===== src/rtl/tmr_pkg.sv =====
package tmr_pkg;
  typedef enum logic [1:0] {
    EDGE_NONE = 2'b00,
    EDGE_RISE = 2'b01,
    EDGE_FALL = 2'b10,
    EDGE_BOTH = 2'b11
  } edge_sel_e;

  // bit 1 overflow, bit 0 match: the same order as the status register
  typedef struct packed {
    logic ovf;
    logic match;
  } tmr_evt_t;
endpackage


===== src/rtl/tmr_prescaler.sv =====
module tmr_prescaler #(
  parameter int PRE_W = 6
) (
  input  logic             clk,
  input  logic             rst_n,
  input  logic             en_i,
  input  logic             clr_i,
  input  logic [PRE_W-1:0] div_i,
  output logic             tick_o
);
  logic [PRE_W-1:0] pc_q, pc_d;

  // >= so that lowering the divide value mid-count cannot stall a full wrap
  assign tick_o = en_i && (pc_q >= div_i);

  always_comb begin
    pc_d = pc_q;
    if (clr_i)       pc_d = '0;
    else if (tick_o) pc_d = '0;
    else if (en_i)   pc_d = pc_q + PRE_W'(1);
  end

  always_ff @(posedge clk or negedge rst_n) begin
    if (!rst_n) pc_q <= '0;
    else        pc_q <= pc_d;
  end

  // every tick restarts the divide period
  assert_tick_restart_R1: assert property (@(posedge clk) disable iff (!rst_n)
    tick_o |=> (pc_q == '0));
  // a disabled prescaler holds its phase
  assert_hold_R10: assert property (@(posedge clk) disable iff (!rst_n)
    (!en_i && !clr_i) |=> $stable(pc_q));
endmodule


===== src/rtl/tmr_edge_sync.sv =====
module tmr_edge_sync
  import tmr_pkg::*;
#(
  parameter int STAGES = 2
) (
  input  logic      clk,
  input  logic      rst_n,
  input  logic      ext_i,
  input  edge_sel_e sel_i,
  output logic      edge_o
);
  // sh_q[STAGES-1] is the synchronized level, sh_q[STAGES] its previous value
  logic [STAGES:0] sh_q;

  always_ff @(posedge clk or negedge rst_n) begin
    if (!rst_n) sh_q <= '0;
    else        sh_q <= {sh_q[STAGES-1:0], ext_i};
  end

  logic rise, fall;
  assign rise = sh_q[STAGES-1] & ~sh_q[STAGES];
  assign fall = ~sh_q[STAGES-1] & sh_q[STAGES];

  always_comb begin
    unique case (sel_i)
      EDGE_RISE: edge_o = rise;
      EDGE_FALL: edge_o = fall;
      EDGE_BOTH: edge_o = rise | fall;
      default:   edge_o = 1'b0;
    endcase
  end

  // a rising-edge report traces back to a high input STAGES clocks earlier
  assert_rise_source_R5: assert property (@(posedge clk) disable iff (!rst_n)
    (edge_o && sel_i == EDGE_RISE) |-> $past(ext_i, STAGES));
  assert_fall_source_R5: assert property (@(posedge clk) disable iff (!rst_n)
    (edge_o && sel_i == EDGE_FALL) |-> !$past(ext_i, STAGES));
endmodule


===== src/rtl/tmr_irq.sv =====
module tmr_irq
  import tmr_pkg::*;
(
  input  logic       clk,
  input  logic       rst_n,
  input  tmr_evt_t   set_i,
  input  logic [1:0] en_i,
  input  logic       clr_i,
  output logic [1:0] status_o,
  output logic       irq_o
);
  logic [1:0] sts_q, sts_d, hits;

  assign hits = set_i & en_i;

  always_comb begin
    sts_d = clr_i ? 2'b00 : sts_q;
    sts_d = sts_d | hits;
  end

  always_ff @(posedge clk or negedge rst_n) begin
    if (!rst_n) sts_q <= '0;
    else        sts_q <= sts_d;
  end

  assign status_o = sts_q;
  assign irq_o    = |sts_q;

  // a status bit only rises from an enabled event
  assert_match_gated_R9: assert property (@(posedge clk) disable iff (!rst_n)
    $rose(sts_q[0]) |-> $past(set_i.match && en_i[0]));
  assert_ovf_gated_R9: assert property (@(posedge clk) disable iff (!rst_n)
    $rose(sts_q[1]) |-> $past(set_i.ovf && en_i[1]));
  // a clear with no concurrent event empties the status
  assert_clear_R9: assert property (@(posedge clk) disable iff (!rst_n)
    (clr_i && hits == 2'b00) |=> (status_o == 2'b00 && !irq_o));
endmodule


===== src/rtl/tmr_channel.sv =====
module tmr_channel
  import tmr_pkg::*;
#(
  parameter int CNT_W       = 32,
  parameter int PRE_W       = 6,
  parameter int SYNC_STAGES = 2
) (
  input  logic             clk,
  input  logic             rst_n,
  input  logic             run_i,
  input  logic             cnt_mode_i,
  input  logic             dir_down_i,
  input  logic             one_shot_i,
  input  logic [1:0]       edge_sel_i,
  input  logic [PRE_W-1:0] prescale_i,
  input  logic [CNT_W-1:0] match_i,
  input  logic [CNT_W-1:0] limit_i,
  input  logic [1:0]       irq_en_i,
  input  logic             irq_clr_i,
  input  logic             ext_i,
  output logic [CNT_W-1:0] count_o,
  output logic             match_evt_o,
  output logic             ovf_evt_o,
  output logic [1:0]       irq_status_o,
  output logic             irq_o
);
  localparam logic [CNT_W-1:0] UP_START   = '0;
  localparam logic [CNT_W-1:0] DOWN_START = '1;

  logic             run_q, idle_q, idle_d;
  logic [CNT_W-1:0] count_q, count_d;
  tmr_evt_t         evt_q, evt_d;

  logic             load, active, tick, pre_tick, ext_edge, at_limit;
  logic [CNT_W-1:0] start_val, step_val, next_val;

  assign start_val = dir_down_i ? DOWN_START : UP_START;
  // idle after reset and after a one-shot finishes; left by a rising run
  assign load      = run_i && !run_q && idle_q;
  assign active    = run_i && !idle_q;

  tmr_prescaler #(.PRE_W(PRE_W)) u_pre (
    .clk    (clk),
    .rst_n  (rst_n),
    .en_i   (active && !cnt_mode_i),
    .clr_i  (load),
    .div_i  (prescale_i),
    .tick_o (pre_tick)
  );

  tmr_edge_sync #(.STAGES(SYNC_STAGES)) u_sync (
    .clk    (clk),
    .rst_n  (rst_n),
    .ext_i  (ext_i),
    .sel_i  (edge_sel_e'(edge_sel_i)),
    .edge_o (ext_edge)
  );

  assign tick     = cnt_mode_i ? (active && ext_edge) : pre_tick;
  assign at_limit = (count_q == limit_i);
  assign step_val = dir_down_i ? (count_q - CNT_W'(1)) : (count_q + CNT_W'(1));
  assign next_val = at_limit ? start_val : step_val;

  always_comb begin
    count_d = count_q;
    idle_d  = idle_q;
    evt_d   = '0;
    if (load) begin
      count_d = start_val;
      idle_d  = 1'b0;
    end else if (tick) begin
      count_d     = next_val;
      evt_d.match = (next_val == match_i);
      evt_d.ovf   = (next_val == limit_i);
      if (at_limit && one_shot_i) idle_d = 1'b1;
    end
  end

  always_ff @(posedge clk or negedge rst_n) begin
    if (!rst_n) begin
      run_q   <= 1'b0;
      idle_q  <= 1'b1;
      count_q <= '0;
      evt_q   <= '0;
    end else begin
      run_q   <= run_i;
      idle_q  <= idle_d;
      count_q <= count_d;
      evt_q   <= evt_d;
    end
  end

  tmr_irq u_irq (
    .clk      (clk),
    .rst_n    (rst_n),
    .set_i    (evt_d),
    .en_i     (irq_en_i),
    .clr_i    (irq_clr_i),
    .status_o (irq_status_o),
    .irq_o    (irq_o)
  );

  assign count_o     = count_q;
  assign match_evt_o = evt_q.match;
  assign ovf_evt_o   = evt_q.ovf;

  // the match strobe is shown together with the count it matched
  assert_match_value_R6: assert property (@(posedge clk) disable iff (!rst_n)
    match_evt_o |-> (count_o == $past(match_i)));
  // the overflow strobe is shown together with the limit count
  assert_ovf_value_R7: assert property (@(posedge clk) disable iff (!rst_n)
    ovf_evt_o |-> (count_o == $past(limit_i)));
  // a low run level freezes the count
  assert_freeze_R10: assert property (@(posedge clk) disable iff (!rst_n)
    !run_i |=> $stable(count_q));
  // a finished one-shot holds while run stays high
  assert_oneshot_halt_R4: assert property (@(posedge clk) disable iff (!rst_n)
    (idle_q && run_q && run_i) |=> $stable(count_q));
endmodule


===== config.mk =====
export PLATFORM = sky130hd
export DESIGN_NAME = tmr_channel
export DESIGN_NICKNAME = d
export VERILOG_FILES = /design/src/rtl/tmr_pkg.sv /design/src/rtl/tmr_prescaler.sv /design/src/rtl/tmr_edge_sync.sv /design/src/rtl/tmr_irq.sv /design/src/rtl/tmr_channel.sv
export SDC_FILE = /design/constraint.sdc
export NUM_CORES = 1
export LEC_CHECK = 0
export CORE_MARGIN = 4
export CORE_UTILIZATION = 55
export CTS_CLUSTER_SIZE = 30
export DETAILED_ROUTE_END_ITERATION = 10
export PLACE_DENSITY = 0.95
export SYNTH_ARGS = -nofsm -noshare
export SYNTH_HDL_FRONTEND = slang
export SYNTH_SLANG_ARGS = --single-unit

===== constraint.sdc =====
create_clock -name clk -period 12.9 [get_ports clk]
set_input_delay 2.58 -clock clk [delete_from_list [all_inputs] [get_ports clk]]
set_output_delay 2.58 -clock clk [all_outputs]
set_load 0.1 [all_outputs]

==> reports/qor.yml <==
detailed_routing:
  totalWireLength_um: 23300
  dr.pass1.iters: 6
  drcViolationCount: 0
  viasPerCell: 6.83
  drtAntennaViolNets: 0
  drt-initial-drc-count: 771
  vias: 6889
  wl_per_cell_um: 23.1
worst_hold_path:
  worstHoldPathType: "register to register"
timing:
  skew_ps: 14.3
  tns_ps: 0
  max_freq_mhz: 136
  grt_setup_unrepaired: "no"
  setup_viol: 0
  drv_slew: 0
  fin_crit_ps: 7340
  hold_viol_final: 0
  slew-limit-headroom: 0.227
  worst_pin_slew_ps: 1160
  finalCritPeriodShare: 0.569
clocking:
  numClockSinks: 47
  clk_root_buffer_cell: "clkbuf_8"
  clockBufferDepth: 2
  cts_hold_buf: 0
  cts-resized-gates: 0
  clock_latency_ps: 330
  htreeDepth: 2
  cts_setup_buffers: 0
  numCtsBuffers: 5
  clk_pin_slew_ps: 110
  cts_tree: "done"
global_routing:
  grt_max_degree: 67
  globalRouteOverflowTotal: 0
  antenna_found_initial: 0
  grt_usage: 0.364
  grt_pass1_wl_um: 36300
  grt_pass1_vias: 6617
critical_path:
  cp_cell_sequence: "buf_2, buf_4, inv_4, fa_1, nand2b_1, a211oi_1, o21ai_1, a2111oi_0, nor2_1, xnor3_1, o22ai_1, o21ai_0, or4_1, or4_4, o32ai_2"
  cp-end-kind: "register"
  worstSetupStartpointType: "primary input"
  crit_fanout: 66
  required_ps: 13150
  critPathMaxStageDelay_ps: 810
  critical-path-slowest-cell: "a2111oi_0"
  path_buf_inv: 3
  timing_worst_setup_path_type: "primary input to register"
  path_delay_family: "compound AO/OA/AOI/OAI gates"
  arrival_ps: 7590
placed_design:
  hpwl_um: 18000
  io_buffers: 118
  place_congestion: 1.02
yosys:
  synth_edf_count: 0
  yosys.area_share.simple: 0.214
  synth_area_um2: 5950
  synthMuxAreaShare: 0.0120
  synthXorXnorAreaFrac: 0.161
  synth_flop_cell: "dfrtp_1"
  synth-seq-area-share: 0.198
  synth_largest_area_cell: "dfrtp_1"
  ys_ff_latch: 47
  synth.top_cell.area_share: 0.193
  synth_adder_area_share: 0.0854
  synth_top_family_by_area: "compound AO/OA/AOI/OAI gates"
  syn_nets: 899
  synthCells: 777
  synth_area_leaders: "dfrtp_1, xor2_1, ha_1"
  ys_warn_count: 0
  synth-compound-area-share: 0.283
  synthArstFlopShare: 1.00
  synth_area_per_cell_um2: 7.66
  yosysUniqueCellTypes: 82
cells_and_area:
  seq_area_um2: 1180
  final_util: 0.702
  num-nets-final: 994
  area_delta_synth_final_pct: 22.9
  drive_gt1_frac: 0.0481
  antenna_cells: 0
  multi_input_area_um2: 4500
  n_fill_cell: 873
floorplanning:
  initial_core_util: 0.571
  coreArea_um2: 10400
  die_w_um: 112
  die_area_um2: 12500
  die_h_um: 112
  ios: 119
  rows: 37
power:
  power.density_nw_per_um2: 298
  p_total_uw: 2180
  power.leakage_uw: 0.00294
  ir_worst_vdd_uv: 289
outcome:
  run_status: "finished, final reports clean"
flow_run:
  max-cap-violations: 0
layer usage:
metal | part of all wire | global-route usage | vias up | wire length (um)
met1 | 0.39 | 0.507 | 3198 | 9160
met5 | 0 | 0 | - | 0
met2 | 0.44 | 0.570 | 531 | 10400
met3 | 0.13 | 0.0685 | 66 | 3030
li1 | - | - | 3094 | -
met4 | 0.033 | 0.123 | 0 | 779
cell type report:
type	count	area share
multi-input cells	662	0.616
repair buffers	126	0.168
flip-flops and latches	47	0.161
well taps	136	0.0233
inverters	30	0.0157
clock buffers	5	0.00941
clock inverters	3	0.00650
where the power goes:
part | internal (uW) | switching (uW)
Sequential | 202 | 103
Clock | 58.9 | 62.0
Combinational | 588 | 1160
Total | 850 | 1330
cell usage after synthesis (4+ instances only):
| cell | n |
|---|---|
| o21bai_1 | 4 |
| clkbuf_1 | 34 |
| mux2i_1 | 6 |
| nand2b_1 | 9 |
| nand2_1 | 75 |
| a211o_1 | 4 |
| ha_1 | 39 |
| and3_1 | 7 |
| a21o_1 | 13 |
| dfrtp_1 | 46 |
| o21ai_1 | 8 |
| xor2_1 | 61 |
| a21oi_1 | 82 |
| o21ai_0 | 43 |
| nor2_1 | 52 |
| o22ai_1 | 26 |
| a31oi_1 | 8 |
| o211ai_1 | 10 |
| a2111oi_0 | 5 |
| or3_1 | 5 |
| nor4_2 | 4 |
| nor3_1 | 22 |
| or4_1 | 8 |
| nor4_1 | 12 |
| inv_1 | 29 |
| o31ai_1 | 6 |
| nand3_1 | 22 |
| a211oi_1 | 9 |
| xnor2_1 | 43 |
| nand4_1 | 14 |
registers in the layout, indices dropped and copies added, names as in the netlist:
signal          flops
count_o            32
idle_q              1
match_evt_o         1
ovf_evt_o           1
run_q               1
u_irq.status_o      2
u_pre.pc_q          6
u_sync.sh_q         3
logic make-up after synthesis:
| family | count (synthesis) |
|---|---|
| compound gates | 259 |
| xor+xnor | 106 |
| fa+ha+maj | 40 |
| buf+inv | 68 |
| flops | 47 |
| mux | 7 |
| simple gates | 250 |
worst register-to-register path: cells and delay by family (launching register included):
family	cells	cell delay, ps
AND/OR/NAND/NOR	4	1530
AO/OA/AOI/OAI	6	1950
XOR/XNOR	1	240
flip-flops	1	510
buffers and inverters	1	160
adder cells (fa/ha/maj)	1	440
worst paths after layout:
path                                 from                end  slack (ps)  depth (start not counted)
min                        u_sync.sh_q[0]     u_sync.sh_q[1]         380                          0
max                            dir_down_i  u_irq.status_o[0]        5560                         15
min in group asynchronous           rst_n  u_irq.status_o[1]        2360                          2
min reg2reg                u_sync.sh_q[0]     u_sync.sh_q[1]         380                          0
max reg2reg                    count_o[0]  u_irq.status_o[0]        8000                         13
max in group asynchronous           rst_n         count_o[0]       10100                          2
cells in the final DEF (no fill, tap or decap), types with 6 or more instances in the layout:
| master | count |
|---|---|
| o22ai_1 | 26 |
| a21o_1 | 13 |
| xor2_1 | 61 |
| xnor2_1 | 43 |
| nor4_1 | 12 |
| mux2i_1 | 6 |
| ha_1 | 39 |
| o31ai_1 | 6 |
| clkdlybuf4s50_1 | 116 |
| nand2_1 | 75 |
| buf_4 | 8 |
| o21ai_1 | 8 |
| o21ai_0 | 43 |
| nand4_1 | 14 |
| o211ai_1 | 10 |
| nor2_1 | 51 |
| or4_1 | 8 |
| dfrtp_1 | 46 |
| a21oi_1 | 80 |
| nand3_1 | 22 |
| a211oi_1 | 9 |
| a31oi_1 | 8 |
| nand2b_1 | 9 |
| inv_1 | 29 |
| and3_1 | 7 |
| nor3_1 | 22 |
stage by stage:
| stage | hold WS (ps) | setup WS [ps] | instance area (um2) | cells |
|---|---|---|---|---|
| 2_1_floorplan | 331 | 6540 | 5950 | 777 |
| 3_3_place_gp | 338 | 5420 | 7200 | 1001 |
| 3_5_place_dp | 342 | 5330 | 7200 | 1001 |
| 4_1_cts | 374 | 5650 | 7310 | 1009 |
| 5_1_grt | 388 | 5240 | 7310 | 1009 |
| 6_report | 379 | 5560 | 7310 | 1009 |
(Power assumes the default switching activity.)
